## src/rtl/dpc_pkg.sv

```systemverilog
package dpc_pkg;

  // Strobes from control to datapath for one cycle
  typedef struct packed {
    logic invApply;   // legal fence this cycle
    logic useAddr;    // restrict to one page
    logic useSdid;    // restrict to one domain
    logic fillEn;     // fill offered this cycle
  } dpcStrobe_t;

endpackage

```

## src/rtl/dpcCtrl.sv

```systemverilog
module dpcCtrl
  import dpc_pkg::*;
#(
  parameter int NUM_ENTRIES = 8,
  parameter bit GLOBAL_ONLY = 1'b0,
  localparam int IDX_W = (NUM_ENTRIES > 1) ? $clog2(NUM_ENTRIES) : 1
) (
  input  logic             clk,
  input  logic             rstN,
  input  logic             invValid,
  input  logic             invMachine,
  input  logic             invRs1Zero,
  input  logic             invRs2Zero,
  input  logic             fillValid,
  input  logic             evictNow,
  output dpcStrobe_t       strobe,
  output logic [IDX_W-1:0] rrPtr,
  output logic             invDone,
  output logic             invIllegal
);

  logic legalFence;
  assign legalFence = invValid && invMachine;

  generate
    if (GLOBAL_ONLY) begin : gScopeFlush
      assign strobe.useAddr = 1'b0;
      assign strobe.useSdid = 1'b0;
    end else begin : gScopeFull
      assign strobe.useAddr = !invRs1Zero;
      assign strobe.useSdid = !invRs2Zero;
    end
  endgenerate

  assign strobe.invApply = legalFence;
  assign strobe.fillEn   = fillValid;

  always_ff @(posedge clk or negedge rstN) begin
    if (!rstN) begin
      invDone    <= 1'b0;
      invIllegal <= 1'b0;
      rrPtr      <= '0;
    end else begin
      invDone    <= legalFence;
      invIllegal <= invValid && !invMachine;
      if (evictNow) begin
        if (rrPtr == IDX_W'(NUM_ENTRIES - 1)) rrPtr <= '0;
        else                                  rrPtr <= rrPtr + 1'b1;
      end
    end
  end

endmodule

```

## src/rtl/dpcData.sv

```systemverilog
module dpcData
  import dpc_pkg::*;
#(
  parameter int NUM_ENTRIES = 8,
  parameter int SDID_LEN    = 6,
  parameter int PPN_W       = 22,
  parameter int PERM_W      = 2,
  localparam int IDX_W = (NUM_ENTRIES > 1) ? $clog2(NUM_ENTRIES) : 1
) (
  input  logic                clk,
  input  logic                rstN,
  input  dpcStrobe_t          strobe,
  input  logic [IDX_W-1:0]    rrPtr,
  input  logic [SDID_LEN-1:0] lkSdid,
  input  logic [PPN_W-1:0]    lkPpn,
  input  logic [SDID_LEN-1:0] fillSdid,
  input  logic [PPN_W-1:0]    fillPpn,
  input  logic [PERM_W-1:0]   fillPerm,
  input  logic [SDID_LEN-1:0] invSdid,
  input  logic [PPN_W-1:0]    invPpn,
  output logic                lkMatch,
  output logic [PERM_W-1:0]   lkPermRaw,
  output logic                evictNow
);

  logic [NUM_ENTRIES-1:0] entValid;
  logic [SDID_LEN-1:0]    eSdid [NUM_ENTRIES];
  logic [PPN_W-1:0]       ePpn  [NUM_ENTRIES];
  logic [PERM_W-1:0]      ePerm [NUM_ENTRIES];

  logic [NUM_ENTRIES-1:0] lkHitV, fillHitV, invHitV, writeV;

  // Per-entry comparators
  for (genvar i = 0; i < NUM_ENTRIES; i++) begin : gEntry
    assign lkHitV[i]   = entValid[i] && (eSdid[i] == lkSdid) && (ePpn[i] == lkPpn);
    assign fillHitV[i] = entValid[i] && (eSdid[i] == fillSdid) && (ePpn[i] == fillPpn);
    assign invHitV[i]  = strobe.invApply && entValid[i]
                      && (!strobe.useAddr || (ePpn[i] == invPpn))
                      && (!strobe.useSdid || (eSdid[i] == invSdid));
  end

  assign lkMatch = |lkHitV;

  always_comb begin
    lkPermRaw = '0;
    for (int i = 0; i < NUM_ENTRIES; i++) begin
      if (lkHitV[i]) lkPermRaw = lkPermRaw | ePerm[i];
    end
  end

  // Victim choice: existing pair, then lowest free slot, then rotating pointer
  logic             fillAny, anyFree, fillKilled, install;
  logic [IDX_W-1:0] fillIdx, freeIdx, victim;

  always_comb begin
    fillAny = 1'b0;
    anyFree = 1'b0;
    fillIdx = '0;
    freeIdx = '0;
    for (int i = NUM_ENTRIES - 1; i >= 0; i--) begin
      if (fillHitV[i]) begin
        fillAny = 1'b1;
        fillIdx = IDX_W'(i);
      end
      if (!entValid[i]) begin
        anyFree = 1'b1;
        freeIdx = IDX_W'(i);
      end
    end
    victim = fillAny ? fillIdx : (anyFree ? freeIdx : rrPtr);
  end

  // A fill covered by a concurrent legal fence is dropped
  assign fillKilled = strobe.invApply
                   && (!strobe.useAddr || (fillPpn == invPpn))
                   && (!strobe.useSdid || (fillSdid == invSdid));
  assign install  = strobe.fillEn && !fillKilled;
  assign writeV   = install ? (NUM_ENTRIES'(1) << victim) : '0;
  assign evictNow = install && !fillAny && !anyFree;

  always_ff @(posedge clk or negedge rstN) begin
    if (!rstN) begin
      entValid <= '0;
      for (int i = 0; i < NUM_ENTRIES; i++) begin
        eSdid[i] <= '0;
        ePpn[i]  <= '0;
        ePerm[i] <= '0;
      end
    end else begin
      for (int i = 0; i < NUM_ENTRIES; i++) begin
        if (writeV[i]) begin
          entValid[i] <= 1'b1;
          eSdid[i]    <= fillSdid;
          ePpn[i]     <= fillPpn;
          ePerm[i]    <= fillPerm;
        end else if (invHitV[i]) begin
          entValid[i] <= 1'b0;
        end
      end
    end
  end

endmodule

```

## src/rtl/domPermCache.sv

```systemverilog
module domPermCache
  import dpc_pkg::*;
#(
  parameter int NUM_ENTRIES = 8,
  parameter int PA_W        = 34,
  parameter int PAGE_SHIFT  = 12,
  parameter int SDID_LEN    = 6,
  parameter int XLEN        = 32,
  parameter int PERM_W      = 2,
  parameter bit GLOBAL_ONLY = 1'b0,
  localparam int PPN_W = PA_W - PAGE_SHIFT,
  localparam int IDX_W = (NUM_ENTRIES > 1) ? $clog2(NUM_ENTRIES) : 1
) (
  input  logic                clk,
  input  logic                rstN,
  input  logic                lkValid,
  input  logic [SDID_LEN-1:0] lkSdid,
  input  logic [PPN_W-1:0]    lkPpn,
  output logic                lkHit,
  output logic [PERM_W-1:0]   lkPerm,
  input  logic                fillValid,
  input  logic [SDID_LEN-1:0] fillSdid,
  input  logic [PPN_W-1:0]    fillPpn,
  input  logic [PERM_W-1:0]   fillPerm,
  input  logic                invValid,
  input  logic                invMachine,
  input  logic                invRs1Zero,
  input  logic                invRs2Zero,
  input  logic [PA_W-1:0]     invPaddr,
  input  logic [XLEN-1:0]     invRs2,
  output logic                invDone,
  output logic                invIllegal
);

  dpcStrobe_t          strobe;
  logic [IDX_W-1:0]    rrPtr;
  logic                evictNow, lkMatch;
  logic [PERM_W-1:0]   lkPermRaw;
  logic [SDID_LEN-1:0] invSdid;
  logic [PPN_W-1:0]    invPpn;
  logic                unusedOperandBits;

  // Only implemented identifier bits and the page number take part
  assign invSdid = invRs2[SDID_LEN-1:0];
  assign invPpn  = invPaddr[PA_W-1:PAGE_SHIFT];
  assign unusedOperandBits = ^{invRs2[XLEN-1:SDID_LEN], invPaddr[PAGE_SHIFT-1:0]};

  dpcCtrl #(
    .NUM_ENTRIES(NUM_ENTRIES),
    .GLOBAL_ONLY(GLOBAL_ONLY)
  ) uCtrl (
    .clk       (clk),
    .rstN      (rstN),
    .invValid  (invValid),
    .invMachine(invMachine),
    .invRs1Zero(invRs1Zero),
    .invRs2Zero(invRs2Zero),
    .fillValid (fillValid),
    .evictNow  (evictNow),
    .strobe    (strobe),
    .rrPtr     (rrPtr),
    .invDone   (invDone),
    .invIllegal(invIllegal)
  );

  dpcData #(
    .NUM_ENTRIES(NUM_ENTRIES),
    .SDID_LEN   (SDID_LEN),
    .PPN_W      (PPN_W),
    .PERM_W     (PERM_W)
  ) uData (
    .clk      (clk),
    .rstN     (rstN),
    .strobe   (strobe),
    .rrPtr    (rrPtr),
    .lkSdid   (lkSdid),
    .lkPpn    (lkPpn),
    .fillSdid (fillSdid),
    .fillPpn  (fillPpn),
    .fillPerm (fillPerm),
    .invSdid  (invSdid),
    .invPpn   (invPpn),
    .lkMatch  (lkMatch),
    .lkPermRaw(lkPermRaw),
    .evictNow (evictNow)
  );

  assign lkHit  = lkValid && lkMatch;
  assign lkPerm = lkHit ? lkPermRaw : '0;

endmodule

```

## config.mk

```make
export PLATFORM = sky130hd
export DESIGN_NAME = domPermCache
export DESIGN_NICKNAME = d
export VERILOG_FILES = /design/src/rtl/dpc_pkg.sv /design/src/rtl/dpcCtrl.sv /design/src/rtl/dpcData.sv /design/src/rtl/domPermCache.sv
export SDC_FILE = /design/constraint.sdc
export NUM_CORES = 1
export LEC_CHECK = 0
export BUFFER_PORTS_ARGS = -buffer_cell sky130_fd_sc_hd__buf_2
export CORE_ASPECT_RATIO = 1.5
export CORE_MARGIN = 5
export CORE_UTILIZATION = 60
export CTS_CLUSTER_SIZE = 8
export DETAILED_ROUTE_END_ITERATION = 10
export PLACE_DENSITY = 0.79
export SYNTH_ARGS = -nofsm -noshare
export SYNTH_HDL_FRONTEND = slang
export SYNTH_SLANG_ARGS = --single-unit
```

## constraint.sdc

```tcl
create_clock -name clk -period 7.3 [get_ports clk]
set_input_delay 0.73 -clock clk [delete_from_list [all_inputs] [get_ports clk]]
set_output_delay 0.73 -clock clk [all_outputs]
set_load 0.01 [all_outputs]
```

======== Word level (Yosys, flattened, before mapping) ========
Cells that the tools add are included.
operators by class
  $add $sub $neg .......................... 1
  eq/ne operators ......................... 51
  shift operators ......................... 1
  mux-type cells .......................... 61
  bitwise operators ....................... 7
  reduce and logical (&&, ||, !) cells .... 95
operator list
  kind                   number
  $eq A22 B22 Y1         25
  $eq A6 B6 Y1           25
  $logic_and A1 B1 Y1    64
  $mux W3                19
  $mux W1                32
  $logic_or A1 B1 Y1     18
  $mux W2                9
  $reduce_bool A2 Y1     8
  $or A2 B2 Y2           7
  $mux W8                1
  $reduce_or A8 Y1       1
  $shl A1 B3 Y8 const A  1
  $logic_not A1 Y1       4
  $add A3 B1 Y3 const B  1
  $eq A3 B3 Y1 const B   1
word-level totals
  flip-flop bits (word level) ............. 253
  input bits .............................. 132
  output and inout bits ................... 5
  word-level logic and storage cells ...... 251

======== Depth between registers and ports, before layout ========
  depth after elaboration ................. 19
  mapped depth ............................ 13
  gate-level depth less buffers ........... 9

======== Cells and area by module ========
From an unflattened synthesis, not the netlist that was laid out.
second synthesis, totals
  cells, all modules ...................... 1742
  area total of the unflattened synthesis .. 18554.0 um^2
modules (own cells, without submodules)
  module        instances  cells each  area each (um^2)  seq. area each (um^2)
  dpcData       1          1720        18307.6           6206.0
  dpcCtrl       1          19          227.7             125.1
  domPermCache  1          3           18.8              0.0

======== Least setup slack after synthesis ========
OpenSTA, ideal clock, no wires.
  path kind ............................... input port to flip-flop
  start point ............................. in fillPpn[11]
  end point ............................... reg uData.ePerm[14] (netlist bit)
  setup time .............................. 0.125 ns
  arrival ................................. 3.218 ns
  required time ........................... 7.175 ns
  path slack .............................. 3.957 ns
  stages .................................. 11
  cells stage by stage .................... buf_2 > xor2_1 > nor4_1 > nand3_1 > or4_1 > and4_4 > nand2b_4 > mux2_4 > nor2_1 > buf_4 > mux2_2
on the way
  longest elaborated chain between the ends .. 13
  elaborated cells between the ends (all ways) .. 41
  classes of those cells .................. eq/ne: 9; shift: 1; mux: 18; reduce/logical: 13
ends and longest elaborated chain
  item                                              RTL line            RTL
  start: declaration                                domPermCache.sv:23  input logic [PPN_W-1:0] fillPpn,
  $eq A22 B22 Y1                                    dpcData.sv:36       assign fillHitV[i] = entValid[i] && (eSdid[i] == fillSdid) && (ePpn[i] == fillPpn);
  $logic_and A1 B1 Y1                               dpcData.sv:36
  $mux W3 or $mux W1 (tied branches) (8 in series)  dpcData.sv:61       if (fillHitV[i]) begin
  $mux W3                                           dpcData.sv:70       victim = fillAny ? fillIdx : (anyFree ? freeIdx : rrPtr);
  $shl A1 B3 Y8                                     dpcData.sv:78       assign writeV = install ? (NUM_ENTRIES'(1) << victim) : '0;
  $mux W8 (*)                                       dpcData.sv:78
  end signal: indexed assignment                    dpcData.sv:95       ePerm[i] <= fillPerm;
  end: declaration                                  dpcData.sv:29       logic [PERM_W-1:0] ePerm [NUM_ENTRIES];
Every way passes the cells marked *; elsewhere a longest branch is shown, timed or not.
A chain may end at the register's enable or synchronous reset.

======== Final worst setup path ========
  start point ............................. in fillPpn[0]
  end point ............................... reg uData.ePpn[171] (netlist bit)
on the way
  longest elaborated chain between the ends .. 13
  elaborated cells between the ends (all ways) .. 41
  classes of those cells .................. eq/ne: 9; shift: 1; mux: 18; reduce/logical: 13
ends and longest elaborated chain
  item                                              RTL line       RTL
  $eq A22 B22 Y1                                    dpcData.sv:36
  $logic_and A1 B1 Y1                               dpcData.sv:36
  $mux W3 or $mux W1 (tied branches) (8 in series)  dpcData.sv:61
  $mux W3                                           dpcData.sv:70
  $shl A1 B3 Y8                                     dpcData.sv:78
  $mux W8 (*)                                       dpcData.sv:78
  end signal: indexed assignment                    dpcData.sv:94  ePpn[i] <= fillPpn;
  end: declaration                                  dpcData.sv:28  logic [PPN_W-1:0] ePpn [NUM_ENTRIES];
Marks and branches as above.

==> impl_metrics.ini <==
[outcome]
status = completed

[sta]
finalSetupTns_ns = 0
tightest_slew_ns = 1.33
min_period_ns = 4.44
fin_ws_ns = 2.86
final_max_slew_viol_count = 0
skew_ns = 0.0234
slew_headroom = 0.108
fmax_mhz = 225
hold_viol_final = 0
period_share = 0.609
fin_hold_ws_ns = 0.148
setup_viol = 0
rsz0062_at_grt = no

[grt]
grt_max_degree = 175
grt-ovfl-total = 0
first_global_vias = 15500
antenna_found_initial = 1
grt_pass1_wl_um = 112000
grt_use_total = 0.452

[cts]
htreeDepth = 2
cts_buffers = 37
cts_tree = built
cts.sinks = 253
clk_latency_ns = 0.55
cts_setup_buffers = 0
cts-hold-fix-buffers = 0
cts_resized = 0
cts.root.buffer_cell = clkbuf_16
clock_path_buffers = 3
clk_pin_slew_ns = 0.05

[critical_path]
cpMaxStageDelayCell = nor4_1
start_kind = input port
crit_chain = buf_2 -> xnor2_1 -> nand4_1 -> nor4_1 -> nand4_1 -> and4_4 -> nand2b_4 -> mux2_4 -> nor2_2 -> buf_4 -> mux2_2
r2r_end = uData.ePpn[171]$_DFFE_PN0P_
r2r_cells = 10
arrival_ns = 4.86
crit_type = input port to register
cpMostUsedCell = nand4_1
crit_fanout = 38
worstReg2RegStart = uData.ePpn[51]$_DFFE_PN0P_
setup.worst_path.end_class = register
critPathRequiredTime_ns = 7.71
rrSetupSlack_ns = 3.18
max_stage_delay_ns = 0.73

[pwr]
ir_worst_vdd_mv = 0.271
intPower_mw = 4.94
comb_power_share = 0.423
power_density_nw_per_um2 = 425
switching_share = 0.423
seqPwrFrac = 0.393
clkPwrFrac = 0.184
leakagePower_nw = 8.11
switchingPower_mw = 3.62

[finish]
antenna_cells = 0
most-common-layout-cells = xnor2_1 (404), xor2_1 (291), dfrtp_1 (253), nand4_1 (131), nor4_1 (103)
nets = 1942
fin_area_um2 = 20100
layout_commonest_cell = xnor2_1
instances_no_fill = 2217
syn_to_final_growth_pct = 7.18
drive_above_1_share = 0.159
nFillCells = 2594

[routing]
wirelength_um = 80300
wl_per_cell_um = 36.2
drtIter0Drc = 1980
dr.pass1.iters = 5
post-route-drc-count = 0
viasPerCell = 7.04
postRouteAntennaNets = 0
via_count = 15600

[synthesis]
synth_cells = 1811
synth_edf_count = 0
syn-num-nets = 1945
synth_seq_cells = 253
syn_area_um2 = 18800
ys_types = 52
synthArstFlopShare = 1.00
ys.warnings.count = 0
synth_area_per_cell_um2 = 10.4
synth_flop_cell = dfrtp_1
ys_seq_area_frac = 0.337

[placed_design]
dp_hpwl_um = 51400
dp.cells = 2174
pre_cts_ws_ns = 2.59
gp_congestion = 1.02
placed_area_um2 = 19100
io_buffers = 98

[die]
core_um2 = 30900
rows = 79
start_util = 0.606
ios = 137
fp.dieW_um = 154
die-area_um2 = 35000
die_y_um = 227

[job]
drv_cap = 0

[hold_path]
min_path_type = input port to async pin
==> Yosys cell counts (all sizes together), types with 8 or more instances <==
master | number | area, um^2
a31oi | 11 | 68.8
a41oi | 9 | 78.8
buf | 106 | 594
clkbuf | 46 | 173
dfrtp | 253 | 6330
inv | 15 | 56.3
mux2 | 179 | 2240
nand2 | 65 | 259
nand3 | 15 | 75.1
nand4 | 131 | 820
nor2 | 14 | 52.6
nor3 | 15 | 75.1
nor4 | 104 | 651
o21ai | 20 | 100
o2bb2ai | 60 | 526
or2 | 8 | 50.1
xnor2 | 404 | 3540
xor2 | 291 | 2550
==> cells by family after synthesis <==
family / share of synthesized area
AOI/OAI and AO/OA: 0.0547
adders and majority gates: 0.00133
buffers and inverters: 0.0439
DFF: 0.337
xor gates and xnor gates: 0.324
and+or+nand+nor: 0.118
muxes: 0.120
==> how the worst max path moves through the flow <==
stage | from | end | slack [ns]
final | fillPpn[0] | uData.ePpn[171]$_DFFE_PN0P_ | 2.86
after floorplan | fillPpn[11] | uData.ePerm[14]$_DFFE_PN0P_ | 3.96
after global routing | fillPpn[0] | uData.ePpn[171]$_DFFE_PN0P_ | 2.88
after detailed placement | fillPpn[8] | uData.ePpn[95]$_DFFE_PN0P_ | 2.59
after CTS | lkPpn[14] | lkPerm[1] | 3.05
after global placement | fillPpn[8] | uData.ePpn[104]$_DFFE_PN0P_ | 2.59
==> state kept, by name, indices dropped and copies added (netlist names) <==
signal / count
uData.ePpn: 176
uData.eSdid: 48
uData.ePerm: 16
uData.entValid: 8
uCtrl.rrPtr: 3
uCtrl.invDone: 1
uCtrl.invIllegal: 1
==> layer usage <==
metal | global-route usage | part of all wire | up-vias
li1 | - | - | 6309
met1 | 0.538 | 0.35 | 7701
met2 | 0.674 | 0.43 | 1165
met3 | 0.133 | 0.12 | 438
met4 | 0.376 | 0.11 | 0
met5 | 0 | 0 | -
==> critical path, delay by kind of cell <==
| family | cells | cell delay (ns) |
|---|---|---|
| xor gates and xnor gates | 1 | 0.19 |
| muxes | 2 | 0.91 |
| and+or+nand+nor | 6 | 1.92 |
| buffers and inverters | 2 | 1.03 |
==> cell type report <==
class	instances	area (um^2)	share of cell area
sequential	253	6330	0.315
inverter	15	56.3	0.00280
clock buffer	42	987	0.0491
multi-input combinational	1391	11600	0.578
clock inverter	1	8.76	0.000436
tap	405	507	0.0252
timing repair buffer	110	603	0.0300
==> through the flow <==
step	total power [mW]	utilization
after global routing	8.93	0.650
after global placement	6.77	0.618
final	8.55	0.650
after detailed placement	6.85	0.618
after CTS	8.44	0.650
after floorplan	5.85	-
==> power by group through the flow <==
| stage | Sequential [mW] | Clock (mW) | Combinational (mW) |
|---|---|---|---|
| finish | 3.36 | 1.57 | 3.62 |
| floorplan | 2.89 | 0 | 2.96 |
| global placement | 3.29 | 0 | 3.47 |
| CTS | 3.30 | 1.58 | 3.56 |
| detailed placement | 3.31 | 0 | 3.54 |
| global route | 3.40 | 1.64 | 3.89 |
(Power assumes the default switching activity.)
